--- config.mk ---
export PLATFORM = sky130hd
export DESIGN_NAME = dsv_sharer_entry
export DESIGN_NICKNAME = d
export VERILOG_FILES = /design/src/rtl/dsv_pkg.sv /design/src/rtl/dsv_entry_reg.sv /design/src/rtl/dsv_expand.sv /design/src/rtl/dsv_inval_seq.sv /design/src/rtl/dsv_sharer_entry.sv
export SDC_FILE = /design/constraint.sdc
export NUM_CORES = 1
export LEC_CHECK = 0
export ABC_AREA = 0
export BUFFER_PORTS_ARGS = -buffer_cell sky130_fd_sc_hd__clkbuf_2
export CELL_PAD_IN_SITES_DETAIL_PLACEMENT = 1
export CELL_PAD_IN_SITES_GLOBAL_PLACEMENT = 2
export CORE_ASPECT_RATIO = 0.8
export CORE_UTILIZATION = 32
export CTS_CLUSTER_DIAMETER = 60
export DETAILED_ROUTE_END_ITERATION = 10
export PLACE_DENSITY_LB_ADDON = 0.1
export SLEW_MARGIN = 10
export SYNTH_ARGS = -nofsm -noshare
export SYNTH_HDL_FRONTEND = slang
export SYNTH_SLANG_ARGS = --single-unit
--- constraint.sdc ---
create_clock -name clk -period 2.62 [get_ports clk]
set_clock_uncertainty 0.2 [all_clocks]
set_input_delay 0.131 -clock clk [delete_from_list [all_inputs] [get_ports clk]]
set_output_delay 0.131 -clock clk [all_outputs]
set_load 0.05 [all_outputs]
--- src/rtl/dsv_pkg.sv ---
package dsv_pkg;

    localparam int unsigned NODES          = 64;
    localparam int unsigned PROCS_PER_NODE = 2;
    localparam int unsigned VEC_BITS       = 16;
    localparam int unsigned GROUP          = NODES / VEC_BITS;
    localparam int unsigned NODE_W         = $clog2(NODES);
    localparam int unsigned PROC_W         = $clog2(NODES * PROCS_PER_NODE);
    localparam int unsigned CNT_W          = $clog2(NODES + 1);

    typedef enum logic [1:0] {
        FMT_SHARED = 2'd0,
        FMT_OWNER  = 2'd1,
        FMT_COARSE = 2'd2
    } fmt_e;

    typedef enum logic [1:0] {
        OP_ADD = 2'd0,
        OP_OWN = 2'd1,
        OP_CLR = 2'd2,
        OP_INV = 2'd3
    } op_e;

    typedef logic [NODE_W-1:0]   node_t;
    typedef logic [PROC_W-1:0]   proc_t;
    typedef logic [VEC_BITS-1:0] vec_t;
    typedef logic [NODES-1:0]    mask_t;
    typedef logic [CNT_W-1:0]    cnt_t;

    typedef struct packed {
        fmt_e  fmt;
        vec_t  vec;
        proc_t owner;
    } entry_t;

    // node that houses a processor
    function automatic node_t node_of(proc_t p);
        return node_t'(int'(p) / PROCS_PER_NODE);
    endfunction

    // coarse bit covering a node
    function automatic vec_t grp_bit(node_t n);
        return vec_t'(1) << (int'(n) / GROUP);
    endfunction

    // precise vector folded into coarse group bits
    function automatic vec_t fold(vec_t v);
        vec_t r = '0;
        for (int i = 0; i < VEC_BITS; i++) begin
            if (v[i]) r = r | grp_bit(node_t'(i));
        end
        return r;
    endfunction

    // lowest set node of a mask
    function automatic node_t first_set(mask_t m);
        node_t r = '0;
        for (int i = NODES - 1; i >= 0; i--) begin
            if (m[i]) r = node_t'(i);
        end
        return r;
    endfunction

endpackage

--- src/rtl/dsv_entry_reg.sv ---
module dsv_entry_reg
    import dsv_pkg::*;
(
    input  logic   clk,
    input  logic   rst,
    input  logic   upd_en,
    input  op_e    op,
    input  proc_t  proc,
    input  logic   force_coarse,
    output entry_t ent
);

    node_t  new_node;
    node_t  own_node;
    logic   want_coarse;
    vec_t   prec_base;
    vec_t   crs_base;
    entry_t nxt;

    assign new_node = node_of(proc);
    assign own_node = node_of(ent.owner);

    // overflow decision: forced, new node out of range, or old owner out of range
    assign want_coarse = force_coarse
                       || (int'(new_node) >= VEC_BITS)
                       || (ent.fmt == FMT_OWNER && int'(own_node) >= VEC_BITS);

    assign prec_base = (ent.fmt == FMT_SHARED) ? ent.vec : (vec_t'(1) << own_node);
    assign crs_base  = (ent.fmt == FMT_SHARED) ? fold(ent.vec) : grp_bit(own_node);

    always_comb begin
        nxt = ent;
        case (op)
            OP_CLR: begin
                nxt.fmt   = FMT_SHARED;
                nxt.vec   = '0;
                nxt.owner = '0;
            end
            OP_OWN: begin
                nxt.fmt   = FMT_OWNER;
                nxt.vec   = '0;
                nxt.owner = proc;
            end
            OP_ADD: begin
                nxt.owner = '0;
                if (ent.fmt == FMT_COARSE) begin
                    nxt.vec = ent.vec | grp_bit(new_node);
                end else if (!want_coarse) begin
                    nxt.fmt = FMT_SHARED;
                    nxt.vec = prec_base | (vec_t'(1) << new_node);
                end else begin
                    nxt.fmt = FMT_COARSE;
                    nxt.vec = crs_base | grp_bit(new_node);
                end
            end
            OP_INV: ;
        endcase
    end

    always_ff @(posedge clk) begin
        if (rst) begin
            ent <= '{fmt: FMT_SHARED, vec: '0, owner: '0};
        end else if (upd_en) begin
            ent <= nxt;
        end
    end

endmodule

--- src/rtl/dsv_expand.sv ---
module dsv_expand
    import dsv_pkg::*;
(
    input  entry_t ent,
    output mask_t  targets
);

    node_t own_node;
    mask_t prec;

    assign own_node = node_of(ent.owner);

    for (genvar i = 0; i < NODES; i++) begin : g_node
        if (i < VEC_BITS) begin : g_in
            assign prec[i] = ent.vec[i];
        end else begin : g_out
            assign prec[i] = 1'b0;
        end

        always_comb begin
            case (ent.fmt)
                FMT_COARSE: targets[i] = ent.vec[i / GROUP];
                FMT_OWNER:  targets[i] = (own_node == node_t'(i));
                default:    targets[i] = prec[i];
            endcase
        end
    end

endmodule

--- src/rtl/dsv_inval_seq.sv ---
module dsv_inval_seq
    import dsv_pkg::*;
(
    input  logic  clk,
    input  logic  rst,
    input  logic  start,
    input  mask_t targets,
    input  node_t req_node,
    input  logic  inv_ready,
    output logic  busy,
    output logic  inv_valid,
    output node_t inv_node,
    output logic  done,
    output cnt_t  done_count,
    output node_t req_q
);

    mask_t pending;
    cnt_t  issued;
    logic  empty;

    assign empty      = (pending == '0);
    assign inv_valid  = busy && !empty;
    assign inv_node   = first_set(pending);
    assign done       = busy && empty;
    assign done_count = issued;

    always_ff @(posedge clk) begin
        if (rst) begin
            busy    <= 1'b0;
            pending <= '0;
            issued  <= '0;
            req_q   <= '0;
        end else if (start) begin
            busy    <= 1'b1;
            pending <= targets & ~(mask_t'(1) << req_node);
            issued  <= '0;
            req_q   <= req_node;
        end else if (busy) begin
            if (empty) begin
                busy <= 1'b0;
            end else if (inv_ready) begin
                pending <= pending & ~(mask_t'(1) << inv_node);
                issued  <= issued + cnt_t'(1);
            end
        end
    end

endmodule

--- src/rtl/dsv_sharer_entry.sv ---
module dsv_sharer_entry
    import dsv_pkg::*;
(
    input  logic                clk,
    input  logic                rst,
    input  logic                cmd_valid,
    input  logic [1:0]          cmd_op,
    input  logic [PROC_W-1:0]   cmd_proc,
    input  logic                force_coarse,
    output logic                cmd_ready,
    output logic [1:0]          ent_fmt,
    output logic [VEC_BITS-1:0] ent_vec,
    output logic [PROC_W-1:0]   ent_owner,
    output logic                inv_valid,
    input  logic                inv_ready,
    output logic [NODE_W-1:0]   inv_node,
    output logic                inv_done,
    output logic [CNT_W-1:0]    inv_count
);

    entry_t ent;
    mask_t  targets;
    logic   busy;
    logic   accept;
    op_e    op;
    node_t  req_q;

    assign op        = op_e'(cmd_op);
    assign cmd_ready = !busy;
    assign accept    = cmd_valid && cmd_ready;

    dsv_entry_reg u_entry (
        .clk          (clk),
        .rst          (rst),
        .upd_en       (accept && op != OP_INV),
        .op           (op),
        .proc         (cmd_proc),
        .force_coarse (force_coarse),
        .ent          (ent)
    );

    dsv_expand u_expand (
        .ent     (ent),
        .targets (targets)
    );

    dsv_inval_seq u_seq (
        .clk        (clk),
        .rst        (rst),
        .start      (accept && op == OP_INV),
        .targets    (targets),
        .req_node   (node_of(cmd_proc)),
        .inv_ready  (inv_ready),
        .busy       (busy),
        .inv_valid  (inv_valid),
        .inv_node   (inv_node),
        .done       (inv_done),
        .done_count (inv_count),
        .req_q      (req_q)
    );

    assign ent_fmt   = ent.fmt;
    assign ent_vec   = ent.vec;
    assign ent_owner = ent.owner;

endmodule

==> impl_metrics.json, run 1 <==
{
  "status": "finished with violations",
  "violations": "negative setup slack",
  "grt_max_degree": 55,
  "antenna_found_initial": 0,
  "first_pass_iters": 5,
  "fmax_ghz": 0.365,
  "dp_cells": 1430,
  "cts_max_path_buffers": 2,
  "cts_tree": "yes",
  "drc_errors": 0,
  "regArea_um2": 1980,
  "grt_overflow": 0,
  "vias": 9211,
  "seq_area_frac_synth_pct": 27.1,
  "cts.sinks": 97,
  "numCtsBuffers": 9,
  "start_util_pct": 32.9,
  "via_per_inst": 6.17,
  "synth-main-ff-cell": "dfxtp_1",
  "synthCells": 958,
  "placedInstanceArea_um2": 9000,
  "antenna_cells": 0,
  "htree_levels": 3,
  "fp.dieH_um": 136,
  "wl_per_cell_um": 26.2,
  "routed_wl_mm": 39.2,
  "synth.net_count": 976,
  "avgSynthCellArea_um2": 7.47,
  "powerDensity_nw_per_um2": 389,
  "path_clk_slew_ps": 70,
  "tightest_slew_ps": 1120,
  "cp.required_ps": 2290,
  "p_total_mw": 4.11,
  "die_area_um2": 23000,
  "leakage_nw": 4.03,
  "endpoint_kind": "primary output",
  "clock-root-buffer": "clkbuf_16",
  "synth-edff-count": 0,
  "rsz0062_at_grt": "true",
  "multi_input_area_um2": 5480,
  "fin_nets": 1208,
  "setup.worst_path.class": "register to primary output",
  "drv_slew": 0,
  "async_reset_ff_share_pct": 0,
  "std_cell_rows": 48,
  "fp.coreArea_um2": 21700,
  "finalWeightedCongestion": 1.00,
  "fin_ws_ps": -121,
  "relSlewSlack_pct": 24.9,
  "drt_iter0_markers": 849,
  "crit_fanout": 4,
  "ant_nets": 0,
  "hp-class": "input pin to register",
  "design_area_um2": 10500,
  "cp.arrival_ps": 2410,
  "die_w_um": 169,
  "yosysWarnings": 0,
  "fin_crit_ps": 2740,
  "fin_crit_sh_pct": 105,
  "grt_usage_pct": 33.9,
  "nFillCells": 2627,
  "drv_cap": 0,
  "post_route_cells_drive_above_1_share_pct": 38.2,
  "final_cell_mix": "194 x buf_4, 106 x a21oi_1, 93 x nor2_1",
  "clkLatencyLatePin_ps": 360,
  "final_common_cell": "buf_4",
  "finalHoldViolations": 0,
  "vdd_drop_max_mv": 0.294,
  "grt_pass1_vias": 9018,
  "setup_viol_count_final": 60,
  "io_pins": 55,
  "place_hpwl_mm": 28.7,
  "portBuffers": 54,
  "fin_cells": 1493,
  "ys_seq_elements": 97,
  "synth_cell_type_count": 84,
  "grt_pass1_wl_mm": 57.8,
  "syn_area_um2": 7160,
  "syn_to_final_growth_pct": 47.3,
  "cp-start-kind": "register"
}
## state kept, by name, indices dropped and copies added, names as in the netlist
name	flops
u_seq.pending	64
u_entry.ent	25
u_seq.done_count	7
u_seq.busy	1
## area by class of cell
class | instances | share of cell area, %
flip-flops and latches | 97 | 18.8
multi-input cells | 775 | 52.0
inverters | 16 | 0.593
clock inverters | 4 | 0.510
clock buffers | 10 | 2.27
repair buffers | 291 | 22.3
well taps | 300 | 3.56
## through the flow
stage	utilization, %	worst slack [ps]	hold slack, ps	TNS, ps
finish	48.5	-121	15.2	-3470
global route	48.5	-224	49.2	-8510
CTS	46.1	-103	4.11	-958
detailed placement	41.4	-204	190	-7110
global placement	41.4	-143	179	-4810
floorplan	-	28.8	90.4	0
## cells by family after synthesis
group | after synthesis | synth area share (%)
buffers and inverters | 87 | 4.91
XOR/XNOR | 5 | 0.612
AO/OA/AOI/OAI | 373 | 37.1
AND/OR/NAND/NOR | 392 | 29.5
adder cells (fa/ha/maj) | 4 | 0.699
flip-flops | 97 | 27.1
## worst max-delay path, stage by stage (launching register included)
cell	delay, ps
dfxtp_1	370
nor4_4	300
buf_4	170
nand4_1	220
buf_4	240
nor2_1	120
buf_4	200
buf_6	120
and3_4	180
buf_8	140
## cells in the mapped netlist, drive strengths merged (4+ instances only)
library cell | number | area (um^2)
a21oi | 118 | 591
dfxtp | 97 | 1940
nor2 | 96 | 363
nand2 | 69 | 259
clkbuf | 59 | 221
nand3 | 53 | 265
nor3 | 39 | 253
o21ai | 39 | 199
a22oi | 30 | 230
a211oi | 29 | 263
nor4 | 25 | 209
a32o | 19 | 190
a32oi | 19 | 166
nand2b | 19 | 119
nor2b | 18 | 113
and2 | 17 | 106
inv | 16 | 60.1
buf | 12 | 70.1
o211ai | 11 | 87.6
o31ai | 11 | 82.6
a21boi | 10 | 75.1
and3 | 9 | 56.3
o21bai | 9 | 67.6
or4 | 9 | 71.3
a221oi | 8 | 70.1
o221ai | 8 | 70.1
a311oi | 7 | 67.6
a31oi | 7 | 43.8
nand4 | 7 | 50.1
o22ai | 7 | 50.1
nand3b | 6 | 45.0
or2 | 6 | 37.5
a31o | 5 | 43.8
or3 | 5 | 31.3
a21o | 4 | 30.0
and4 | 4 | 37.5
ha | 4 | 50.1
nor3b | 4 | 30.0
o2111ai | 4 | 35.0
## power breakdown
part           switching, mW  leakage, nW  internal [mW]
Combinational          0.721         3.09          0.461
Clock                  0.655        0.137          0.762
Sequential            0.0224        0.797           1.48
Total                   1.40         4.03           2.71
## metal layers
| layer | GRT usage, % | vias up | wire length, um |
|---|---|---|---|
| li1 | - | 4158 | - |
| met1 | 49.5 | 4608 | 18200 |
| met2 | 50.1 | 388 | 16800 |
| met3 | 6.51 | 57 | 3240 |
| met4 | 8.96 | 0 | 920 |
| met5 | 0 | - | 0 |
## final timing paths
kind	start	endpoint	slack [ps]	depth (start not counted)
worst max-delay path	u_seq.pending[17]	inv_done	-120	9
worst min-delay path	cmd_valid	u_entry.ent[23]	20	4
worst max register to register	u_seq.pending[17]	u_seq.pending[12]	-110	9
worst min register to register	u_seq.done_count[6]	u_seq.done_count[6]	300	2
## what timing repair did
item / in CTS / in global routing
pin swaps: 47 / 30
cloned: 1 / 0
hold buffers: 7 / 0
endpoints found under the hold margin: 5 / 0
setup buffers: 26 / 16
resized for setup: 97 / 104
endpoints found under the setup margin: 71 / 74
Note: power is estimated with default switching activity, not from simulation.
==> run 2, diff against run 1 <==
==> constraint.sdc (replaced) <==
create_clock -name clk -period 2.62 [get_ports clk]
set_clock_uncertainty 0.2 [all_clocks]
set_input_delay 0.262 -clock clk [delete_from_list [all_inputs] [get_ports clk]]
set_output_delay 0.262 -clock clk [all_outputs]
set_load 0.05 [all_outputs]
==> impl_metrics.json, run 2 (same netlist as run 1, synthesis figures left out) <==
{
  "place_hpwl_mm": 28.6,
  "clkLatencyLatePin_ps": 370,
  "top_register": "u_seq.pending",
  "rsz0062_at_grt": "true",
  "grt_usage_pct": 33.1,
  "grt-busiest-layer": "met2",
  "crit_fanout": 4,
  "grt_util_met2_pct": 49.5,
  "cp.required_ps": 2160,
  "cp-start-kind": "register",
  "setup_viol_count_final": 57,
  "vias": 9154,
  "cp_slowest_cell": "a2111o_1",
  "grt_pass1_wl_mm": 56.5,
  "leakage_nw": 3.86,
  "drv_cap": 0,
  "preCtsSetupSlack_ps": -224,
  "reg2reg_depth": 10,
  "io_pins": 55,
  "critPathMaxStageDelay_ps": 490,
  "fin_nets": 1177,
  "via_per_inst": 6.26,
  "drt_iter0_markers": 936,
  "wl_per_cell_um": 26.1,
  "hold_path_depth": 3,
  "fin_cells": 1463,
  "std_cell_rows": 48,
  "switching_share_pct": 34.4,
  "dp_cells": 1420,
  "setup.worst_path.class": "register to primary output",
  "p_total_mw": 4.04,
  "finalHoldViolations": 0,
  "portBuffers": 54,
  "fin_ws_ps": -155,
  "die_w_um": 169,
  "cp.arrival_ps": 2310,
  "p_clk_share_pct": 35.5,
  "tightest_slew_ps": 1120,
  "die_area_um2": 23000,
  "cts_tree": "yes",
  "fmax_ghz": 0.360,
  "cts.sinks": 97,
  "hp-class": "input pin to register",
  "drv_slew": 0,
  "gr-usage-met3_pct": 5.17,
  "grt_max_degree": 56,
  "fp.dieH_um": 136,
  "clock-root-buffer": "clkbuf_16",
  "start_util_pct": 32.9,
  "p_comb_share_pct": 27.2,
  "fin_tns_setup_ps": -2660,
  "numCtsBuffers": 9,
  "largest_reg_flops": 64,
  "path_clk_slew_ps": 80,
  "antenna_cells": 0,
  "powerDensity_nw_per_um2": 396,
  "endpoint_kind": "primary output",
  "final_cell_mix": "169 x buf_4, 112 x a21oi_1, 90 x nor2_1",
  "grt_overflow": 0,
  "final_common_cell": "buf_4",
  "routed_wl_mm": 38.2,
  "p_seq_share_pct": 37.3,
  "antenna_found_initial": 0,
  "worstPathCellList": "nor2_2 > o31ai_2 > a211o_1 > a2111o_1 > buf_6 > or2_4 > inv_2 > clkbuf_16",
  "p_int_mw": 2.65,
  "syn_to_final_growth_pct": 42.8,
  "ant_nets": 0,
  "grt_pass1_vias": 8805,
  "first_pass_iters": 5,
  "cts_max_path_buffers": 2,
  "status": "finished with violations",
  "violations": "negative setup slack",
  "htree_levels": 3,
  "p_switching_mw": 1.39,
  "post_route_cells_drive_above_1_share_pct": 35.2,
  "fp.coreArea_um2": 21700,
  "fin_crit_ps": 2770,
  "relSlewSlack_pct": 25.1,
  "use_met1_pct": 48.6,
  "finalWeightedCongestion": 0.962,
  "fin_crit_sh_pct": 106,
  "design_area_um2": 10200,
  "placedInstanceArea_um2": 8980,
  "drc_errors": 0,
  "vdd_drop_max_mv": 0.216
}
==> run 2: cell types whose count changed in the layout (fill, tap and decap cells not counted), sizes merged <==
| cell | delta |
|---|---|
| buf | -25 |
| clkbuf | +1 |
| clkinv | +1 |
| clkinvlp | -1 |
| dlygate4sd3 | -6 |
| inv | +1 |
| nor3 | -1 |
==> run 2: stage by stage <==
stage               hold slack (ps)  utilization, %
finish                         38.9            47.0
global route                   62.6            47.0
CTS                            33.6            45.5
detailed placement              293            41.3
global placement                279            41.3
floorplan                       221               -
==> run 2: critical path, delay by kind of cell (launching register included) <==
| family | cells | cell delay (ps) |
|---|---|---|
| buffers and inverters | 3 | 370 |
| AND/OR/NAND/NOR | 2 | 380 |
| AO/OA/AOI/OAI | 3 | 840 |
| flip-flops | 1 | 350 |
==> run 2: path summary, 6_finish.rpt <==
kind	from	endpoint	slack (ps)
max	u_seq.pending[21]	inv_node[1]	-150
min	cmd_op[1]	u_entry.ent[23]	40
max reg2reg	u_seq.pending[57]	u_seq.pending[20]	-110
min reg2reg	u_seq.done_count[6]	u_seq.done_count[6]	290
==> run 2: area by class of cell <==
type                    count  area [um^2]
clock buffers              10          229
clock inverters             5         63.8
fillers                  2650        11500
inverters                  16         60.1
multi-input cells         774         5350
flip-flops and latches     97         1990
well taps                 300          375
repair buffers            261         2150
==> run 2: timing repair <==
item | 4_1_cts | 5_1_grt
setup buffers | 19 | 9
hold buffers | 1 | 0
pin swaps | 41 | 26
resized for setup | 112 | 60
setup endpoints to repair | 75 | 75
endpoints found under the hold margin | 1 | 0
==> run 2: metal layers <==
layer,part of all wire [%],up-vias
met5,0,-
li1,-,4087
met3,6.9,63
met1,48,4594
met2,43,410
met4,2.5,0
==> run 2: power by group through the flow <==
stage	sequential, mW	clock, mW	combinational, mW
2_1_floorplan	1.57	0	0.451
3_3_place_gp	1.54	0	0.881
3_5_place_dp	1.54	0	0.884
4_1_cts	1.51	1.47	1.01
5_1_grt	1.51	1.51	1.14
6_report	1.51	1.43	1.10
==> run 3, diff against run 2 <==
--- a/config.mk
+++ b/config.mk
@@ -10,7 +10,7 @@
 export CELL_PAD_IN_SITES_DETAIL_PLACEMENT = 1
 export CELL_PAD_IN_SITES_GLOBAL_PLACEMENT = 2
 export CORE_ASPECT_RATIO = 0.8
-export CORE_UTILIZATION = 32
+export CORE_UTILIZATION = 39
 export CTS_CLUSTER_DIAMETER = 60
 export DETAILED_ROUTE_END_ITERATION = 10
 export PLACE_DENSITY_LB_ADDON = 0.1
==> constraint.sdc (replaced) <==
create_clock -name clk -period 3.3 [get_ports clk]
set_clock_uncertainty 0.2 [all_clocks]
set_input_delay 0.33 -clock clk [delete_from_list [all_inputs] [get_ports clk]]
set_output_delay 0.33 -clock clk [all_outputs]
set_load 0.05 [all_outputs]
==> impl_metrics.json, run 3 (same netlist as run 1, synthesis figures left out) <==
{
  "status": "finished clean",
  "fin_cells": 1235,
  "endpoint_kind": "primary output",
  "path_clk_slew_ps": 80,
  "setup.worst_path.class": "register to primary output",
  "numCtsBuffers": 9,
  "clock-root-buffer": "clkbuf_16",
  "grt_util_met2_pct": 54.5,
  "fp.dieH_um": 123,
  "finalWeightedCongestion": 0.983,
  "rsz0062_at_grt": "false",
  "cts_tree": "yes",
  "relSlewSlack_pct": 29.9,
  "first_pass_iters": 5,
  "leakage_nw": 2.82,
  "gr-usage-met3_pct": 11.5,
  "grt_max_degree": 45,
  "tightest_slew_ps": 1040,
  "wl_per_cell_um": 28.1,
  "routed_wl_mm": 34.7,
  "cp-start-kind": "register",
  "p_switching_mw": 1.04,
  "fin_tns_setup_ps": 0,
  "p_int_mw": 1.87,
  "start_util_pct": 40.6,
  "dp_cells": 1218,
  "antenna_found_initial": 0,
  "largest_reg_flops": 64,
  "postCtsSetupBuffers": 0,
  "place_hpwl_mm": 25.9,
  "drv_slew": 0,
  "clkLatencyLatePin_ps": 370,
  "setup_viol_count_final": 0,
  "grt_pass1_vias": 8296,
  "ant_nets": 0,
  "vdd_drop_max_mv": 0.208,
  "syn_to_final_growth_pct": 13.9,
  "die_w_um": 153,
  "die_area_um2": 18900,
  "grt_pass1_wl_mm": 51.6,
  "top_register": "u_seq.pending",
  "drv_cap": 0,
  "p_total_mw": 2.91,
  "portBuffers": 54,
  "fin_crit_sh_pct": 99.2,
  "antenna_cells": 0,
  "cp.required_ps": 2770,
  "p_comb_share_pct": 21.5,
  "nFillCells": 2255,
  "use_met1_pct": 49.3,
  "grt-busiest-layer": "met2",
  "grt_overflow": 0,
  "fmax_ghz": 0.305,
  "std_cell_rows": 43,
  "post_route_cells_drive_above_1_share_pct": 16.7,
  "grt_usage_pct": 36.6,
  "crit_fanout": 5,
  "final_cell_mix": "118 x a21oi_1, 97 x dfxtp_1, 95 x nor2_1",
  "fp.coreArea_um2": 17600,
  "whs_ps": 14.1,
  "fin_crit_ps": 3280,
  "cts_max_path_buffers": 2,
  "p_clk_share_pct": 37.2,
  "final_common_cell": "a21oi_1",
  "fin_nets": 1023,
  "htree_levels": 3,
  "vias": 8722,
  "via_per_inst": 7.06,
  "hp-class": "input pin to register",
  "drt_iter0_markers": 923,
  "cts.sinks": 97,
  "p_seq_share_pct": 41.3,
  "switching_share_pct": 35.7,
  "drc_errors": 0,
  "cp.arrival_ps": 2750,
  "io_pins": 55,
  "utilization_pct": 46.2,
  "finalHoldViolations": 0,
  "powerDensity_nw_per_um2": 357
}
## run 3: final cells by class
type,instances,area (um^2),share of cell area (%)
Timing Repair Buffer,106,673,8.26
Inverter,16,60.1,0.737
Clock inverter,7,60.1,0.737
Sequential cell,97,1940,23.8
Tap cell,225,282,3.45
Multi-Input combinational cell,775,4910,60.2
Clock buffer,9,225,2.76
## run 3: layer usage
layer,vias up,part of all wire (%)
li1,3784,-
met1,4308,43
met2,541,42
met3,89,12
met4,0,3.6
met5,-,0
## run 3: metrics by stage
step | setup slack (ps) | instance area [um^2]
5_1_grt | 5.33 | 8150
2_1_floorplan | 335 | 7160
6_report | 24.8 | 8150
3_3_place_gp | 237 | 7830
4_1_cts | 97.3 | 8110
3_5_place_dp | 104 | 7830
## run 3: what timing repair did
action,CTS,global route
hold buffers,0,0
endpoints found under the setup margin,0,22
resized for setup,0,4
## run 3: critical path, stage by stage, from the launching register on
cell      delay, ps
dfxtp_1         370
nor4_1          480
buf_4           210
nand4_1         240
buf_4           250
nor2_1          230
buf_4           180
and3_1          140
clkbuf_2        270
## run 3: path summary, 6_finish.rpt
path	startpoint	end	slack, ps	cells after the start
max reg2reg	u_seq.pending[40]	u_seq.pending[9]	150	9
max	u_seq.pending[40]	inv_done	20	8
min reg2reg	u_seq.done_count[6]	u_seq.done_count[6]	310	2
min	cmd_proc[0]	u_entry.ent[0]	10	3
## run 3: power by group through the flow
stage,Combinational [mW],Clock (mW),Sequential (mW)
after detailed placement,0.595,0,1.23
after global placement,0.582,0,1.23
after global routing,0.653,1.14,1.20
final,0.625,1.08,1.20
after floorplan,0.356,0,1.24
after CTS,0.597,1.10,1.20
